### src/rtl/walk_link_pkg.sv
package walk_link_pkg;

    typedef enum logic [1:0] {
        GEN_NORMAL,
        GEN_PATTERN,
        GEN_FINISH
    } gen_state_t;

    typedef enum logic [1:0] {
        CHK_OFF,
        CHK_HUNT,
        CHK_LOCK,
        CHK_TAIL
    } chk_state_t;

    localparam logic [1:0] WSEL_QUARTER = 2'b00;
    localparam logic [1:0] WSEL_HALF    = 2'b01;

endpackage

### src/rtl/walk_pattern.sv
// Expected walking-one word for a given position in the cycle.
module walk_pattern
    import walk_link_pkg::*;
#(
    parameter int DW = 32,
    localparam int IW = $clog2(DW + 1)
) (
    input  logic [IW-1:0] idx,
    input  logic [1:0]    wsel,
    output logic [DW-1:0] data,
    output logic          ctrl,
    output logic          last
);
    localparam logic [IW-1:0] LAST_Q = IW'(DW / 4);
    localparam logic [IW-1:0] LAST_H = IW'(DW / 2);
    localparam logic [IW-1:0] LAST_F = IW'(DW);
    localparam logic [DW-1:0] ONE    = DW'(1);

    logic [IW-1:0] last_idx;

    always_comb begin
        unique case (wsel)
            WSEL_QUARTER: last_idx = LAST_Q;
            WSEL_HALF:    last_idx = LAST_H;
            default:      last_idx = LAST_F;
        endcase
    end

    always_comb begin
        ctrl = (idx == '0);
        data = ctrl ? '0 : (ONE << (idx - 1'b1));
        last = (idx == last_idx);
    end
endmodule

### src/rtl/walk_gen.sv
// Source side: user pass-through or walking-one pattern.
module walk_gen
    import walk_link_pkg::*;
#(
    parameter int DW = 32,
    localparam int IW = $clog2(DW + 1)
) (
    input  logic          clk,
    input  logic          rst_n,
    input  logic          test_en,
    input  logic [1:0]    wsel,
    input  logic [DW-1:0] usr_word,
    input  logic          usr_ctrl,
    input  logic          usr_valid,
    output logic          usr_ready,
    output logic [DW-1:0] lnk_word,
    output logic          lnk_ctrl,
    output logic          lnk_valid,
    input  logic          lnk_ready,
    output logic          pat_active
);
    gen_state_t    state_q, state_d;
    logic [IW-1:0] idx_q, idx_nxt;
    logic [1:0]    wsel_q;
    logic [DW-1:0] pat_data;
    logic          pat_ctrl, pat_last;
    logic          hold_off, hs;

    walk_pattern #(.DW(DW)) u_pat (
        .idx  (idx_q),
        .wsel (wsel_q),
        .data (pat_data),
        .ctrl (pat_ctrl),
        .last (pat_last)
    );

    // At a cycle boundary with test released, no new cycle is started.
    assign hold_off = (state_q == GEN_PATTERN) && (idx_q == '0) && !test_en;
    assign hs       = (state_q != GEN_NORMAL) && !hold_off && lnk_ready;
    assign idx_nxt  = hs ? (pat_last ? '0 : idx_q + 1'b1) : idx_q;

    always_comb begin
        state_d = state_q;
        unique case (state_q)
            GEN_NORMAL:  if (test_en) state_d = GEN_PATTERN;
            GEN_PATTERN: if (!test_en) state_d = (idx_nxt == '0) ? GEN_NORMAL : GEN_FINISH;
            GEN_FINISH: begin
                if (test_en)              state_d = GEN_PATTERN;
                else if (idx_nxt == '0)   state_d = GEN_NORMAL;
            end
            default:     state_d = GEN_NORMAL;
        endcase
    end

    always_ff @(posedge clk or negedge rst_n) begin
        if (!rst_n) begin
            state_q <= GEN_NORMAL;
            idx_q   <= '0;
            wsel_q  <= '0;
        end else begin
            state_q <= state_d;
            idx_q   <= (state_d == GEN_NORMAL) ? '0 : idx_nxt;
            if (state_q == GEN_NORMAL) wsel_q <= wsel;
        end
    end

    always_comb begin
        pat_active = (state_q != GEN_NORMAL);
        unique case (state_q)
            GEN_NORMAL: begin
                lnk_word  = usr_word;
                lnk_ctrl  = usr_ctrl;
                lnk_valid = usr_valid;
                usr_ready = lnk_ready;
            end
            default: begin
                lnk_word  = pat_data;
                lnk_ctrl  = pat_ctrl;
                lnk_valid = !hold_off;
                usr_ready = 1'b0;
            end
        endcase
    end
endmodule

### src/rtl/walk_chk.sv
// Destination side: aligns on the control word and compares the pattern.
module walk_chk
    import walk_link_pkg::*;
#(
    parameter int DW = 32,
    localparam int IW = $clog2(DW + 1)
) (
    input  logic          clk,
    input  logic          rst_n,
    input  logic          test_en,
    input  logic [1:0]    wsel,
    input  logic [DW-1:0] rx_word,
    input  logic          rx_ctrl,
    input  logic          rx_valid,
    input  logic          tdo_n,
    output logic [DW-1:0] dst_word,
    output logic          dst_ctrl,
    output logic          dst_valid,
    output logic          err_out,
    output logic          ind_test,
    output logic          ind_err,
    output logic          synced
);
    chk_state_t    state_q, state_d;
    logic [IW-1:0] idx_q, idx_nxt;
    logic [1:0]    wsel_q;
    logic          err_q;
    logic [DW-1:0] exp_data;
    logic          exp_ctrl, exp_last;
    logic          take, mism;

    walk_pattern #(.DW(DW)) u_pat (
        .idx  (idx_q),
        .wsel (wsel_q),
        .data (exp_data),
        .ctrl (exp_ctrl),
        .last (exp_last)
    );

    always_comb begin
        unique case (state_q)
            CHK_LOCK, CHK_TAIL: take = rx_valid;
            CHK_HUNT:           take = rx_valid && rx_ctrl;
            default:            take = 1'b0;
        endcase
    end

    assign mism    = (rx_word != exp_data) || (rx_ctrl != exp_ctrl);
    assign idx_nxt = take ? (exp_last ? '0 : idx_q + 1'b1) : idx_q;

    always_comb begin
        state_d = state_q;
        unique case (state_q)
            CHK_OFF:  if (test_en) state_d = CHK_HUNT;
            CHK_HUNT: begin
                if (!test_en)  state_d = CHK_OFF;
                else if (take) state_d = CHK_LOCK;
            end
            CHK_LOCK: if (!test_en) state_d = (idx_nxt == '0) ? CHK_OFF : CHK_TAIL;
            CHK_TAIL: begin
                if (test_en)            state_d = CHK_LOCK;
                else if (idx_nxt == '0) state_d = CHK_OFF;
            end
            default:  state_d = CHK_OFF;
        endcase
    end

    always_ff @(posedge clk or negedge rst_n) begin
        if (!rst_n) begin
            state_q <= CHK_OFF;
            idx_q   <= '0;
            wsel_q  <= '0;
            err_q   <= 1'b0;
        end else begin
            state_q <= state_d;
            idx_q   <= (state_d == CHK_OFF) ? '0 : idx_nxt;
            if (state_q == CHK_OFF) wsel_q <= wsel;
            if (!test_en || state_q == CHK_OFF) err_q <= 1'b0;
            else if (err_out)                   err_q <= 1'b1;
        end
    end

    always_comb begin
        dst_word = rx_word;
        dst_ctrl = rx_ctrl;
        synced   = (state_q == CHK_LOCK) || (state_q == CHK_TAIL);
        unique case (state_q)
            CHK_OFF: begin
                dst_valid = rx_valid;
                err_out   = 1'b0;
            end
            default: begin
                dst_valid = take && !tdo_n;
                err_out   = take && mism && test_en;
            end
        endcase
        ind_test = test_en && (state_q != CHK_OFF);
        ind_err  = test_en && err_q;
    end
endmodule

### src/rtl/walk_link_selftest.sv
module walk_link_selftest #(
    parameter int DW = 32
) (
    input  logic          clk,
    input  logic          rst_n,
    input  logic          test_en,
    input  logic [1:0]    wsel,
    input  logic [DW-1:0] usr_word,
    input  logic          usr_ctrl,
    input  logic          usr_valid,
    output logic          usr_ready,
    output logic [DW-1:0] lnk_word,
    output logic          lnk_ctrl,
    output logic          lnk_valid,
    input  logic          lnk_ready,
    input  logic [DW-1:0] rx_word,
    input  logic          rx_ctrl,
    input  logic          rx_valid,
    input  logic          tdo_n,
    output logic [DW-1:0] dst_word,
    output logic          dst_ctrl,
    output logic          dst_valid,
    output logic          err_out,
    output logic          ind_test,
    output logic          ind_err
);
    logic gen_pat;
    logic chk_sync;

    walk_gen #(.DW(DW)) u_gen (
        .clk        (clk),
        .rst_n      (rst_n),
        .test_en    (test_en),
        .wsel       (wsel),
        .usr_word   (usr_word),
        .usr_ctrl   (usr_ctrl),
        .usr_valid  (usr_valid),
        .usr_ready  (usr_ready),
        .lnk_word   (lnk_word),
        .lnk_ctrl   (lnk_ctrl),
        .lnk_valid  (lnk_valid),
        .lnk_ready  (lnk_ready),
        .pat_active (gen_pat)
    );

    walk_chk #(.DW(DW)) u_chk (
        .clk       (clk),
        .rst_n     (rst_n),
        .test_en   (test_en),
        .wsel      (wsel),
        .rx_word   (rx_word),
        .rx_ctrl   (rx_ctrl),
        .rx_valid  (rx_valid),
        .tdo_n     (tdo_n),
        .dst_word  (dst_word),
        .dst_ctrl  (dst_ctrl),
        .dst_valid (dst_valid),
        .err_out   (err_out),
        .ind_test  (ind_test),
        .ind_err   (ind_err),
        .synced    (chk_sync)
    );
endmodule

### config.mk
export PLATFORM = sky130hd
export DESIGN_NAME = walk_link_selftest
export DESIGN_NICKNAME = d
export VERILOG_FILES = /design/src/rtl/walk_link_pkg.sv /design/src/rtl/walk_pattern.sv /design/src/rtl/walk_gen.sv /design/src/rtl/walk_chk.sv /design/src/rtl/walk_link_selftest.sv
export SDC_FILE = /design/constraint.sdc
export NUM_CORES = 1
export LEC_CHECK = 0
export ABC_CLOCK_PERIOD_IN_PS = 2900
export CAP_MARGIN = 20
export CORE_AREA = 2 2 96 98
export CTS_BUF_LIST = sky130_fd_sc_hd__clkbuf_8 sky130_fd_sc_hd__clkbuf_16
export DETAILED_ROUTE_END_ITERATION = 8
export DIE_AREA = 0 0 98 100
export HOLD_SLACK_MARGIN = 0.1
export PLACE_DENSITY = 0.85
export REMOVE_ABC_BUFFERS = 1
export SYNTH_ARGS = -nofsm -noshare
export SYNTH_HDL_FRONTEND = slang
export SYNTH_SLANG_ARGS = --single-unit
### constraint.sdc
create_clock -name clk -period 2.9 [get_ports clk]
set_input_delay 0.435 -clock clk [delete_from_list [all_inputs] [get_ports clk]]
set_output_delay 0.435 -clock clk [all_outputs]
set_load 0.01 [all_outputs]
==> impl_metrics.json <==
{
  "place_area_um2": 5410,
  "violations": "negative setup slack",
  "met1_length_mm": 5.36,
  "gp_congestion": 0.977,
  "grt_first_pass_wirelength_mm": 21.6,
  "grt_max_degree": 37,
  "routed_wl_mm": 13.9,
  "critPathArrivalTime_ns": 2.86,
  "ir_drop_uv": 157,
  "maxCapViolations": 0,
  "status": "complete, but fails checks",
  "areaGrowthSynthToFinish_pct": 73.8,
  "drt_pass1_iterations": 6,
  "crit_top_cell": "buf_4",
  "worst_ep_required_time_ns": 2.47,
  "dr.first_iter.drc_count": 317,
  "max_stage_delay_ns": 0.40,
  "ios": 147,
  "yosys_register_bits": 21,
  "setup_viol": 1,
  "period_share_pct": 114,
  "avgViaCountPerCell": 5.78,
  "power_frac_comb_pct": 64.6,
  "rsz0062_at_grt": "true",
  "path_class": "flip-flop to output pin",
  "die-area_um2": 9800,
  "yosys.area.top_type": "dfrtp_1",
  "p_seq_share_pct": 22.7,
  "dieWidth_um": 98,
  "dp_hpwl_mm": 10.8,
  "start_util_pct": 38.7,
  "path_clk_slew_ns": 0.07,
  "critPathCaptureType": "output pin",
  "root_buffer": "clkbuf_8",
  "worst_hold_slack_ns": 0.556,
  "synth_cell_types": 75,
  "internal_power_mw": 0.894,
  "cp-start-kind": "flip-flop",
  "synthCells": 492,
  "routed.top_layer": "met4",
  "yosysWarnings": 0,
  "worst_pin_slew_ns": 0.912,
  "io_buffers": 146,
  "synthesis.area_um2": 3440,
  "cp_slowest_cell": "dfrtp_1",
  "crit_chain": "buf_6, buf_4, buf_4, ha_2, buf_4, or2_2, a311oi_1, a31oi_1, a2111oi_4, a31oi_1, buf_2",
  "synth_top_area_share_pct": 15.3,
  "final_area_um2": 5980,
  "synth_edf_count": 0,
  "netlist_top_cells_area": "dfrtp_1 (15%), o21ai_0 (7.4%), buf_4 (7.4%), nand2_1 (7.2%), ha_1 (4.4%)",
  "clkSinkCount": 21,
  "drive_gt1_share_pct": 26.7,
  "fmax_mhz": 303,
  "clock_skew_ns": 0.00248,
  "hold_buffers": 0,
  "coreArea_um2": 8890,
  "hold_path_class": "flip-flop to flip-flop",
  "grt.total_usage_pct": 26.7,
  "hold_viol_final": 0,
  "ys_async_sr_fraction_pct": 100,
  "diodes": 0,
  "slew_headroom_pct": 39.0,
  "insertion_delay_ns": 0.26,
  "tritoncts": "done",
  "cellPowerDensity_nw_per_um2": 246,
  "fin_crit_ns": 3.30,
  "via_count": 4690,
  "synth_area_per_cell_um2": 6.99,
  "synthFlopType": "dfrtp_1",
  "p_clk_share_pct": 12.7,
  "postRouteAntennaNets": 0,
  "cts_buffers": 3,
  "overflow": 0,
  "cts_buffer_depth": 2,
  "critPathMaxFanout": 6,
  "seq_area_frac_synth_pct": 15.3,
  "rows": 35,
  "path_buf_inv": 5,
  "die_h_um": 100,
  "wl_met3_mm": 1.19,
  "grt_antenna_before_repair": 0,
  "met2_length_mm": 6.78,
  "wl_per_cell_um": 17.1,
  "switching_share_pct": 39.1,
  "dp_slack_ns": -0.504,
  "leakage_nw": 2.68,
  "layout_setup_ws_ns": -0.396,
  "maxSlewViolCount": 0,
  "drc_errors": 0,
  "crit_family": "compound AO/OA/AOI/OAI gates",
  "nets": 788,
  "grt_pass1_vias": 4587,
  "power.net_switching_mw": 0.574,
  "htree_levels": 1
}
[sequential cells by signal, summed over array words and instances (netlist names)]
| signal | cells |
|---|---|
| u_chk.idx_q | 6 |
| u_gen.idx_q | 6 |
| u_chk.state_q | 2 |
| u_chk.wsel_q | 2 |
| u_gen.state_q | 2 |
| u_gen.wsel_q | 2 |
| u_chk.err_q | 1 |
[cells in the final DEF (no fill, tap or decap), types with 7 or more instances in the layout]
cell / Yosys / final
o21ai_0: 51 / 40
nand2_1: 66 / 65
dlymetal6s2s_1: 0 / 19
nor2_1: 35 / 31
o21ai_1: 5 / 14
inv_1: 14 / 11
and2_1: 8 / 7
nand4_1: 12 / 12
o21a_1: 7 / 7
nand3_1: 25 / 21
xnor2_1: 16 / 15
buf_6: 1 / 12
dfrtp_1: 21 / 17
buf_4: 34 / 108
dlygate4sd2_1: 0 / 9
nand3b_1: 8 / 8
clkdlybuf4s50_1: 0 / 117
a31oi_1: 10 / 10
nor3_1: 17 / 15
a21oi_1: 11 / 11
[power groups by stage]
stage | Clock, mW | Sequential [mW] | Combinational (mW)
after detailed placement | 0 | 0.336 | 0.855
final | 0.187 | 0.333 | 0.949
after CTS | 0.192 | 0.331 | 0.913
after global placement | 0 | 0.335 | 0.841
after floorplan | 0 | 0.344 | 0.340
after global routing | 0.205 | 0.335 | 1.01
[logic make-up (layout without fill, tap and decap cells)]
kind of cell | count (synthesis) | in the layout | share of synthesized area [%]
xor+xnor | 24 | 24 | 6.33
simple gates | 212 | 212 | 32.0
mux | 5 | 5 | 1.60
buf+inv | 78 | 286 | 12.7
fa+ha+maj | 12 | 12 | 4.37
compound gates | 140 | 140 | 27.6
flops | 21 | 21 | 15.3
[layer usage]
| metal | GRT usage, % | vias up |
|---|---|---|
| met5 | 0 | - |
| met4 | 12.7 | 0 |
| met3 | 3.20 | 48 |
| met2 | 48.6 | 276 |
| met1 | 31.4 | 2177 |
| li1 | - | 2189 |
[cells in the mapped netlist, types with 6 or more instances]
cell type	count
nand3b_1	8
buf_4	34
nor3_1	17
nor2_1	35
nand2b_1	6
clkbuf_1	18
dfrtp_1	21
o21ai_0	51
nand2_1	66
a31oi_1	10
ha_1	12
o21a_1	7
nand3_1	25
xor2_1	7
a21oi_1	11
xnor2_1	16
and2_1	8
buf_2	8
inv_1	14
nand4_1	12
[area by class of cell]
| cell class | instances | area, µm² |
|---|---|---|
| flip-flops and latches | 21 | 531 |
| clock inverters | 1 | 3.75 |
| multi-input cells | 393 | 2730 |
| clock buffers | 3 | 41.3 |
| well taps | 111 | 139 |
| repair buffers | 268 | 2480 |
| inverters | 14 | 52.6 |
| fillers | 726 | 2910 |
[path summary, 6_finish.rpt]
path                                         end  cells past startpoint  slack, ns             from
worst max-delay path                     err_out                     11      -0.40   u_chk.idx_q[1]
worst min-delay path             u_gen.wsel_q[0]                      1       0.56  u_gen.wsel_q[0]
worst max register to register       u_chk.err_q                     13       0.04   u_chk.idx_q[1]
worst min register to register   u_gen.wsel_q[0]                      1       0.56  u_gen.wsel_q[0]
max in group asynchronous         u_gen.idx_q[2]                      1       1.60            rst_n
min in group asynchronous       u_chk.state_q[1]                      1       0.68            rst_n
[timing repair]
action                                  4_1_cts  5_1_grt
gates resized for setup                      58       55
cloned                                        0        0
endpoints found under the setup margin       33       31
buffers inserted                             14        8
pin swaps                                    11       15
[stage by stage]
step / cells / utilization, % / TNS [ns] / power (mW)
global placement: 785 / 60.8 / -0.419 / 1.18
global route: 811 / 67.2 / -0.513 / 1.55
finish: 811 / 67.2 / -0.396 / 1.47
floorplan: 428 / - / -0.467 / 0.684
detailed placement: 785 / 60.8 / -0.504 / 1.19
CTS: 803 / 64.7 / -0.402 / 1.44
Note: power is estimated with default switching activity, not from simulation.
